File: config.mk
export PLATFORM = sky130hd
export DESIGN_NAME = dual_pwm
export DESIGN_NICKNAME = d
export VERILOG_FILES = /design/src/rtl/dpwm_pkg.sv /design/src/rtl/dpwm_shadow.sv /design/src/rtl/dpwm_engine.sv /design/src/rtl/dual_pwm.sv
export SDC_FILE = /design/constraint.sdc
export NUM_CORES = 1
export LEC_CHECK = 0
export BUFFER_PORTS_ARGS = -buffer_cell sky130_fd_sc_hd__buf_2
export CORE_UTILIZATION = 60
export CTS_CLUSTER_SIZE = 12
export DETAILED_ROUTE_END_ITERATION = 10
export PLACE_DENSITY_LB_ADDON = 0.08
export SYNTH_ARGS = -nofsm -noshare
export SYNTH_HDL_FRONTEND = slang
export SYNTH_SLANG_ARGS = --single-unit
File: constraint.sdc
create_clock -name clk -period 11.6 [get_ports clk]
set_input_delay 0 -clock clk [delete_from_list [all_inputs] [get_ports clk]]
set_output_delay 0 -clock clk [all_outputs]
set_load 0.02 [all_outputs]
File: src/rtl/dpwm_pkg.sv
package dpwm_pkg;
  localparam int unsigned CTRL_W      = 6;
  localparam int unsigned REG_CNT     = 4;
  localparam int unsigned STAT_STRIDE = 8;

  // register index inside a channel slot, decoded from address bits [3:2]
  typedef enum logic [1:0] {
    RSEL_CTRL  = 2'd0,
    RSEL_PRESC = 2'd1,
    RSEL_PER   = 2'd2,
    RSEL_DUTY  = 2'd3
  } rsel_e;

  // control bit positions
  localparam int unsigned CB_RUN    = 0;
  localparam int unsigned CB_INV    = 1;
  localparam int unsigned CB_AUTO   = 2;
  localparam int unsigned CB_HALT   = 3;
  localparam int unsigned CB_LDPRE  = 4;
  localparam int unsigned CB_LDPER  = 5;
endpackage

File: src/rtl/dpwm_shadow.sv
module dpwm_shadow
  import dpwm_pkg::*;
#(
  parameter int unsigned PRESC_W  = 10,
  parameter int unsigned PER_W    = 12,
  parameter int unsigned SYNC_CYC = 2,
  parameter int unsigned FIELD_W  = 12
) (
  input  logic               clk,
  input  logic               rst_n,
  input  logic [REG_CNT-1:0] wr_sel,
  input  logic [FIELD_W-1:0] wdata,
  output logic [CTRL_W-1:0]  sh_ctrl,
  output logic [PRESC_W-1:0] sh_presc,
  output logic [PER_W-1:0]   sh_per,
  output logic [PER_W-1:0]   sh_duty,
  output logic [CTRL_W-1:0]  xf_ctrl,
  output logic [PRESC_W-1:0] xf_presc,
  output logic [PER_W-1:0]   xf_per,
  output logic [PER_W-1:0]   xf_duty,
  output logic [REG_CNT-1:0] pend,
  output logic               ld_presc,
  output logic               ld_per
);

  localparam int unsigned CNT_W = $clog2(SYNC_CYC + 1);
  localparam logic [CNT_W-1:0] CNT_LOAD = CNT_W'(SYNC_CYC);
  localparam logic [CNT_W-1:0] CNT_LAST = CNT_W'(1);

  logic [REG_CNT-1:0] xfer;

  // per-register transfer countdown
  for (genvar r = 0; r < int'(REG_CNT); r++) begin : g_sync
    logic [CNT_W-1:0] c_q, c_d;

    always_comb begin
      c_d = c_q;
      if (wr_sel[r])          c_d = CNT_LOAD;
      else if (c_q != '0)     c_d = c_q - CNT_LAST;
    end

    always_ff @(posedge clk or negedge rst_n) begin
      if (!rst_n) c_q <= '0;
      else        c_q <= c_d;
    end

    assign pend[r] = (c_q != '0);
    assign xfer[r] = (c_q == CNT_LAST) && !wr_sel[r];

    assert_pend_set_R2: assert property (@(posedge clk) disable iff (!rst_n)
      wr_sel[r] |=> pend[r]);
  end

  logic [CTRL_W-1:0]  sh_ctrl_d,  xf_ctrl_d;
  logic [PRESC_W-1:0] sh_presc_d, xf_presc_d;
  logic [PER_W-1:0]   sh_per_d,   xf_per_d;
  logic [PER_W-1:0]   sh_duty_d,  xf_duty_d;
  logic               ld_presc_d, ld_per_d;

  always_comb begin
    sh_ctrl_d  = wr_sel[RSEL_CTRL]  ? wdata[CTRL_W-1:0]  : sh_ctrl;
    sh_presc_d = wr_sel[RSEL_PRESC] ? wdata[PRESC_W-1:0] : sh_presc;
    sh_per_d   = wr_sel[RSEL_PER]   ? wdata[PER_W-1:0]   : sh_per;
    sh_duty_d  = wr_sel[RSEL_DUTY]  ? wdata[PER_W-1:0]   : sh_duty;
    xf_ctrl_d  = xfer[RSEL_CTRL]    ? sh_ctrl            : xf_ctrl;
    xf_presc_d = xfer[RSEL_PRESC]   ? sh_presc           : xf_presc;
    xf_per_d   = xfer[RSEL_PER]     ? sh_per             : xf_per;
    xf_duty_d  = xfer[RSEL_DUTY]    ? sh_duty            : xf_duty;
    ld_presc_d = xfer[RSEL_CTRL] && sh_ctrl[CB_LDPRE];
    ld_per_d   = xfer[RSEL_CTRL] && sh_ctrl[CB_LDPER];
  end

  always_ff @(posedge clk or negedge rst_n) begin
    if (!rst_n) begin
      sh_ctrl  <= '0;
      sh_presc <= '0;
      sh_per   <= '0;
      sh_duty  <= '0;
      xf_ctrl  <= '0;
      xf_presc <= '0;
      xf_per   <= '0;
      xf_duty  <= '0;
      ld_presc <= 1'b0;
      ld_per   <= 1'b0;
    end else begin
      sh_ctrl  <= sh_ctrl_d;
      sh_presc <= sh_presc_d;
      sh_per   <= sh_per_d;
      sh_duty  <= sh_duty_d;
      xf_ctrl  <= xf_ctrl_d;
      xf_presc <= xf_presc_d;
      xf_per   <= xf_per_d;
      xf_duty  <= xf_duty_d;
      ld_presc <= ld_presc_d;
      ld_per   <= ld_per_d;
    end
  end

  // a clearing pending flag means the counting side now holds the written value
  assert_xfer_ctrl_R3: assert property (@(posedge clk) disable iff (!rst_n)
    $fell(pend[RSEL_CTRL]) |-> (xf_ctrl == sh_ctrl));
  assert_xfer_presc_R3: assert property (@(posedge clk) disable iff (!rst_n)
    $fell(pend[RSEL_PRESC]) |-> (xf_presc == sh_presc));
  assert_xfer_per_R3: assert property (@(posedge clk) disable iff (!rst_n)
    $fell(pend[RSEL_PER]) |-> (xf_per == sh_per));
  assert_xfer_duty_R3: assert property (@(posedge clk) disable iff (!rst_n)
    $fell(pend[RSEL_DUTY]) |-> (xf_duty == sh_duty));

endmodule

File: src/rtl/dpwm_engine.sv
module dpwm_engine
  import dpwm_pkg::*;
#(
  parameter int unsigned PRESC_W = 10,
  parameter int unsigned PER_W   = 12
) (
  input  logic               clk,
  input  logic               rst_n,
  input  logic [CTRL_W-1:0]  xf_ctrl,
  input  logic [PRESC_W-1:0] xf_presc,
  input  logic [PER_W-1:0]   xf_per,
  input  logic [PER_W-1:0]   xf_duty,
  input  logic               ld_presc,
  input  logic               ld_per,
  output logic               pwm
);

  localparam logic [PRESC_W-1:0] PC_ONE = PRESC_W'(1);
  localparam logic [PER_W-1:0]   CC_ONE = PER_W'(1);

  logic [PRESC_W-1:0] a_presc_q, a_presc_d;
  logic [PER_W-1:0]   a_per_q,   a_per_d;
  logic [PER_W-1:0]   a_duty_q,  a_duty_d;
  logic [PRESC_W-1:0] pc_q, pc_d;
  logic [PER_W-1:0]   cc_q, cc_d;
  logic               run_q, run_d;
  logic               tick, wrap, follow, hi;

  logic unused_ctrl;
  assign unused_ctrl = ^xf_ctrl[CB_LDPER:CB_LDPRE];

  always_comb begin
    tick   = run_q && (pc_q >= a_presc_q);
    wrap   = tick && (cc_q >= a_per_q);
    follow = !xf_ctrl[CB_AUTO] || !run_q;

    a_presc_d = (follow || wrap || ld_presc) ? xf_presc : a_presc_q;
    a_per_d   = (follow || wrap || ld_per)   ? xf_per   : a_per_q;
    a_duty_d  = (follow || wrap)             ? xf_duty  : a_duty_q;

    if (!run_q)
      run_d = xf_ctrl[CB_RUN];
    else if (!xf_ctrl[CB_RUN] && (xf_ctrl[CB_HALT] || wrap))
      run_d = 1'b0;
    else
      run_d = 1'b1;

    if (!run_q || !run_d || tick) pc_d = '0;
    else                          pc_d = pc_q + PC_ONE;

    if (!run_q || !run_d)    cc_d = '0;
    else if (wrap)           cc_d = '0;
    else if (tick)           cc_d = cc_q + CC_ONE;
    else                     cc_d = cc_q;

    hi = (cc_q < a_duty_q) || (a_duty_q >= a_per_q);
  end

  always_ff @(posedge clk or negedge rst_n) begin
    if (!rst_n) begin
      a_presc_q <= '0;
      a_per_q   <= '0;
      a_duty_q  <= '0;
      pc_q      <= '0;
      cc_q      <= '0;
      run_q     <= 1'b0;
    end else begin
      a_presc_q <= a_presc_d;
      a_per_q   <= a_per_d;
      a_duty_q  <= a_duty_d;
      pc_q      <= pc_d;
      cc_q      <= cc_d;
      run_q     <= run_d;
    end
  end

  assign pwm = xf_ctrl[CB_INV] ^ (run_q && hi);

  assert_start_zero_R5: assert property (@(posedge clk) disable iff (!rst_n)
    $rose(run_q) |-> (cc_q == '0) && (pc_q == '0));

  assert_stop_cause_R10: assert property (@(posedge clk) disable iff (!rst_n)
    $fell(run_q) |-> ($past(wrap) || $past(xf_ctrl[CB_HALT])));

  assert_halt_next_R11: assert property (@(posedge clk) disable iff (!rst_n)
    (run_q && !xf_ctrl[CB_RUN] && xf_ctrl[CB_HALT]) |=> !run_q);

  assert_autoload_hold_R8: assert property (@(posedge clk) disable iff (!rst_n)
    (run_q && $past(run_q) && $past(xf_ctrl[CB_AUTO]) && !$past(wrap) && !$past(ld_per))
      |-> $stable(a_per_q));

endmodule

File: src/rtl/dual_pwm.sv
module dual_pwm
  import dpwm_pkg::*;
#(
  parameter int unsigned NUM_CH   = 2,
  parameter int unsigned PRESC_W  = 10,
  parameter int unsigned PER_W    = 12,
  parameter int unsigned SYNC_CYC = 2,
  parameter int unsigned AW       = 7,
  parameter int unsigned DW       = 32
) (
  input  logic              clk,
  input  logic              rst_n,
  input  logic              bus_we,
  input  logic [AW-1:0]     bus_addr,
  input  logic [DW-1:0]     bus_wdata,
  output logic [DW-1:0]     bus_rdata,
  output logic [NUM_CH-1:0] pwm_out
);

  localparam int unsigned FW0     = (PRESC_W > PER_W) ? PRESC_W : PER_W;
  localparam int unsigned FIELD_W = (FW0 > CTRL_W) ? FW0 : CTRL_W;
  localparam int unsigned SLOT_W  = 2;
  localparam logic [AW-1:0] STAT_ADDR = AW'(8'h40);

  function automatic logic [DW-1:0] stat_mask();
    logic [DW-1:0] m;
    m = '0;
    for (int c = 0; c < int'(NUM_CH); c++) m[c*STAT_STRIDE +: REG_CNT] = '1;
    return m;
  endfunction
  localparam logic [DW-1:0] STAT_MASK = stat_mask();

  // reset: asynchronous assert, synchronous release
  logic [1:0] rst_sync_q;
  logic       rst_n_s;
  always_ff @(posedge clk or negedge rst_n) begin
    if (!rst_n) rst_sync_q <= 2'b00;
    else        rst_sync_q <= {rst_sync_q[0], 1'b1};
  end
  assign rst_n_s = rst_sync_q[1];

  logic unused_wdata;
  assign unused_wdata = ^bus_wdata[DW-1:FIELD_W];

  logic [SLOT_W-1:0] slot;
  rsel_e             rsel;
  logic              stat_hit, ch_hit;

  always_comb begin
    slot     = bus_addr[5:4];
    rsel     = rsel_e'(bus_addr[3:2]);
    stat_hit = (bus_addr == STAT_ADDR);
    ch_hit   = (bus_addr[AW-1:6] == '0) && (bus_addr[1:0] == 2'b00) && (int'(slot) < int'(NUM_CH));
  end

  logic [CTRL_W-1:0]  sh_ctrl  [NUM_CH];
  logic [PRESC_W-1:0] sh_presc [NUM_CH];
  logic [PER_W-1:0]   sh_per   [NUM_CH];
  logic [PER_W-1:0]   sh_duty  [NUM_CH];
  logic [REG_CNT-1:0] pend     [NUM_CH];

  for (genvar c = 0; c < int'(NUM_CH); c++) begin : g_ch
    logic [REG_CNT-1:0] wr_sel;
    logic [CTRL_W-1:0]  xf_ctrl;
    logic [PRESC_W-1:0] xf_presc;
    logic [PER_W-1:0]   xf_per, xf_duty;
    logic               ld_presc, ld_per;

    assign wr_sel = (bus_we && ch_hit && (slot == SLOT_W'(c)))
                  ? (REG_CNT'(1) << rsel) : '0;

    dpwm_shadow #(
      .PRESC_W (PRESC_W),
      .PER_W   (PER_W),
      .SYNC_CYC(SYNC_CYC),
      .FIELD_W (FIELD_W)
    ) u_shadow (
      .clk     (clk),
      .rst_n   (rst_n_s),
      .wr_sel  (wr_sel),
      .wdata   (bus_wdata[FIELD_W-1:0]),
      .sh_ctrl (sh_ctrl[c]),
      .sh_presc(sh_presc[c]),
      .sh_per  (sh_per[c]),
      .sh_duty (sh_duty[c]),
      .xf_ctrl (xf_ctrl),
      .xf_presc(xf_presc),
      .xf_per  (xf_per),
      .xf_duty (xf_duty),
      .pend    (pend[c]),
      .ld_presc(ld_presc),
      .ld_per  (ld_per)
    );

    dpwm_engine #(
      .PRESC_W(PRESC_W),
      .PER_W  (PER_W)
    ) u_engine (
      .clk     (clk),
      .rst_n   (rst_n_s),
      .xf_ctrl (xf_ctrl),
      .xf_presc(xf_presc),
      .xf_per  (xf_per),
      .xf_duty (xf_duty),
      .ld_presc(ld_presc),
      .ld_per  (ld_per),
      .pwm     (pwm_out[c])
    );
  end

  always_comb begin
    bus_rdata = '0;
    if (stat_hit) begin
      for (int c = 0; c < int'(NUM_CH); c++)
        bus_rdata[c*STAT_STRIDE +: REG_CNT] = pend[c];
    end else if (ch_hit) begin
      for (int c = 0; c < int'(NUM_CH); c++) begin
        if (slot == SLOT_W'(c)) begin
          case (rsel)
            RSEL_CTRL:  bus_rdata[CTRL_W-1:0]  = sh_ctrl[c];
            RSEL_PRESC: bus_rdata[PRESC_W-1:0] = sh_presc[c];
            RSEL_PER:   bus_rdata[PER_W-1:0]   = sh_per[c];
            default:    bus_rdata[PER_W-1:0]   = sh_duty[c];
          endcase
        end
      end
    end
  end

  assert_status_clean_R4: assert property (@(posedge clk) disable iff (!rst_n_s)
    (bus_addr == STAT_ADDR) |-> ((bus_rdata & ~STAT_MASK) == '0));

endmodule

==> impl_metrics.env <==
export IMPL_path_cells="ha_1 > a21oi_1 > o21ai_1 > a221oi_4 > nand2_2 > a211oi_2 > mux2_2"
export IMPL_drive_above_1_share=0.2712
export IMPL_row_count=57
export IMPL_end_kind="register"
export IMPL_synth_commonest_cells="292 x dfrtp_1, 243 x mux2_2, 110 x ha_1"
export IMPL_avgSynthCellArea_um2=12.07
export IMPL_holdWs_ns=0.07355
export IMPL_io_pins=76
export IMPL_grt_max_degree=82
export IMPL_final_min_clock_period_ns=3.480
export IMPL_dr_pass1_iters=5
export IMPL_hpwlAfterDp_um=22770
export IMPL_htreeDepth=1
export IMPL_track_usage=0.2612
export IMPL_synth_top_area_cell="dfrtp_1"
export IMPL_p_per_area_nw_per_um2=223.4
export IMPL_synthCells=1230
export IMPL_instances_no_fill=1633
export IMPL_yosys_cell_types_count=62
export IMPL_drv_slew=0
export IMPL_tritoncts="done"
export IMPL_seq_area_frac_synth=0.4923
export IMPL_power_leakage_nw=7.988
export IMPL_vias_per_cell=5.811
export IMPL_holdCritPathClass="in -> reg"
export IMPL_num_nets_final=1438
export IMPL_synth_seq_cells=292
export IMPL_io_buffer_count=35
export IMPL_finalSetupViolations=0
export IMPL_grt_pass1_vias=9577
export IMPL_yosysWarnings=0
export IMPL_yosys_area_top_type_share=0.4923
export IMPL_ant_nets=0
export IMPL_wl_per_cell_um=19.55
export IMPL_cp_required_ns=12.03
export IMPL_worstSetupPathType="reg -> reg"
export IMPL_clkLatencyLatePin_ns=0.55
export IMPL_drt_iter0_markers=524
export IMPL_async_flop_share=1.000
export IMPL_max_slew_margin=0.2229
export IMPL_cts_buffers=31
export IMPL_synth_edf_count=0
export IMPL_path_max_fanout=12
export IMPL_start_util=0.6103
export IMPL_outcome="completed"
export IMPL_syn_cell_area_um2=14840
export IMPL_cts_resized=0
export IMPL_chipWidth_um=159.3
export IMPL_overflow=0
export IMPL_ys_flop_type="dfrtp_1"
export IMPL_clk_path_buf_depth=3
export IMPL_clkTransAtPathRegs_ns=0.06
export IMPL_clkSinkCount=292
export IMPL_routed_wirelength_um=31920
export IMPL_die_h_um=159.3
export IMPL_synth_most_common_cell="dfrtp_1"
export IMPL_coreArea_um2=24320
export IMPL_period_share=0.3000
export IMPL_area_growth_pct=10.27
export IMPL_fillers=1883
export IMPL_max_stage_delay_ns=1.03
export IMPL_gp_congestion=0.8390
export IMPL_cts_root_buffer="clkbuf_16"
export IMPL_power_total_mw=3.656
export IMPL_hold_viol=0
export IMPL_antenna_found_initial=1
export IMPL_critPathLaunchType="register"
export IMPL_drc=0
export IMPL_worst_pin_slew_ns=1.163
export IMPL_cp_data_arrival_time_ns=3.91
export IMPL_dpl_cell_area_um2=15240
export IMPL_die_area_um2=25370
export IMPL_final_core_util=0.6729
export IMPL_num_vias=9490
export IMPL_vdd_drop_max_uv=158.8
export IMPL_cts_setup_buffers=0
export IMPL_grt_setup_unrepaired="no"
export IMPL_grt_pass1_wl_um=52160
export IMPL_dp_cells=1561
export IMPL_synthTopCellsByArea="dfrtp_1 49%, mux2_2 18%, ha_1 9.3%"
export IMPL_slowest_stage="a211oi_2"
export IMPL_fin_tns_setup_ns=0
export IMPL_post_route_cell_area_um2=16370
export IMPL_fmax_mhz=287.4
export IMPL_fin_ws_ns=8.120
export IMPL_finClkSkew_ns=0.007980
export IMPL_antenna_cells=0
export IMPL_dp_slack_ns=8.260
export IMPL_cap_violations=0
==> logic make-up (layout without fill, tap and decap cells) <==
logic type	after synthesis	in the layout	synth area share
compound gates	177	177	0.08000
simple gates	208	208	0.06963
flops	292	292	0.4923
other cells	2	21	0.0005060
fa+ha+maj	110	110	0.09273
xor+xnor	36	36	0.02124
mux	259	259	0.1987
buf+inv	146	206	0.04485
==> layout by cell type, fill, tap and decap left out, types with 9 or more instances in the layout <==
| master | instances |
|---|---|
| a211oi_1 | 12 |
| a21oi_1 | 43 |
| a22oi_1 | 9 |
| and3_1 | 13 |
| buf_2 | 35 |
| buf_4 | 9 |
| clkbuf_1 | 11 |
| clkbuf_16 | 31 |
| conb_1 | 21 |
| dfrtp_1 | 291 |
| dlygate4sd3_1 | 16 |
| ha_1 | 110 |
| inv_1 | 90 |
| mux2_2 | 243 |
| mux2i_1 | 10 |
| nand2_1 | 55 |
| nand3_1 | 22 |
| nand4_1 | 17 |
| nor2_1 | 55 |
| nor2b_1 | 9 |
| o21ai_0 | 44 |
| xnor2_1 | 14 |
| xor2_1 | 22 |
==> sequential cells by signal (all words and copies together), names as in the netlist, 24 cells and up <==
| signal | count |
|---|---|
| g_ch.u_shadow.sh_per | 24 |
| g_ch.u_engine.a_duty_q | 24 |
| g_ch.u_shadow.xf_duty | 24 |
| g_ch.u_engine.a_per_q | 24 |
| g_ch.u_engine.cc_q | 24 |
| g_ch.u_shadow.sh_duty | 24 |
| g_ch.u_shadow.xf_per | 24 |
==> metal layers <==
layer,share of wire,vias up,track usage
met1,0.49,4787,0.4012
met2,0.44,220,0.3915
met3,0.056,38,0.04142
met5,0.00038,-,0
met4,0.016,2,0.05769
li1,-,4443,-
==> final cells by class <==
| class | instances | area [um^2] | share of cell area |
|---|---|---|---|
| inverter | 90 | 337.8 | 0.02064 |
| tap | 324 | 405.4 | 0.02477 |
| clock buffer | 50 | 927.1 | 0.05665 |
| clock inverter | 6 | 36.28 | 0.002217 |
| sequential | 292 | 7311 | 0.4467 |
| multi-input combinational | 811 | 6945 | 0.4244 |
| timing repair buffer | 60 | 402.9 | 0.02462 |
==> where the power goes <==
group          internal, mW  switching (mW)  leakage (nW)
registers              1.27           0.169          3.96
logic                 0.566           0.710          3.56
clock network         0.542           0.395         0.473
total                  2.38            1.27          7.99
==> critical path, delay by kind of cell (launching register included) <==
kind | cells | cell delay [ns]
and+or+nand+nor | 1 | 0.26
DFF | 1 | 0.49
adders and majority gates | 1 | 0.37
muxes | 1 | 0.43
AOI/OAI and AO/OA | 4 | 1.80
==> path summary, 6_finish.rpt <==
check                                    startpoint                           endpoint  slack (ns)  cells past startpoint
setup / recovery           g_ch[1].u_engine.cc_q[5]        g_ch[1].u_engine.a_per_q[8]        8.12                      7
hold / removal                          bus_addr[0]  g_ch[0].u_shadow.g_sync[2].c_q[0]        0.07                      5
setup reg to reg           g_ch[1].u_engine.cc_q[5]        g_ch[1].u_engine.a_per_q[8]        8.12                      7
hold reg to reg                       rst_sync_q[0]                      rst_sync_q[1]        0.35                      0
max in group asynchronous             rst_sync_q[1]           g_ch[1].u_engine.pc_q[6]        9.63                      1
min in group asynchronous                     rst_n                      rst_sync_q[1]        0.34                      3
==> repair_timing <==
item                                    CTS  global route
hold endpoints to repair                 86             0
endpoints found under the setup margin    0             0
hold buffers                             16             0
Note: power is estimated with default switching activity, not from simulation.
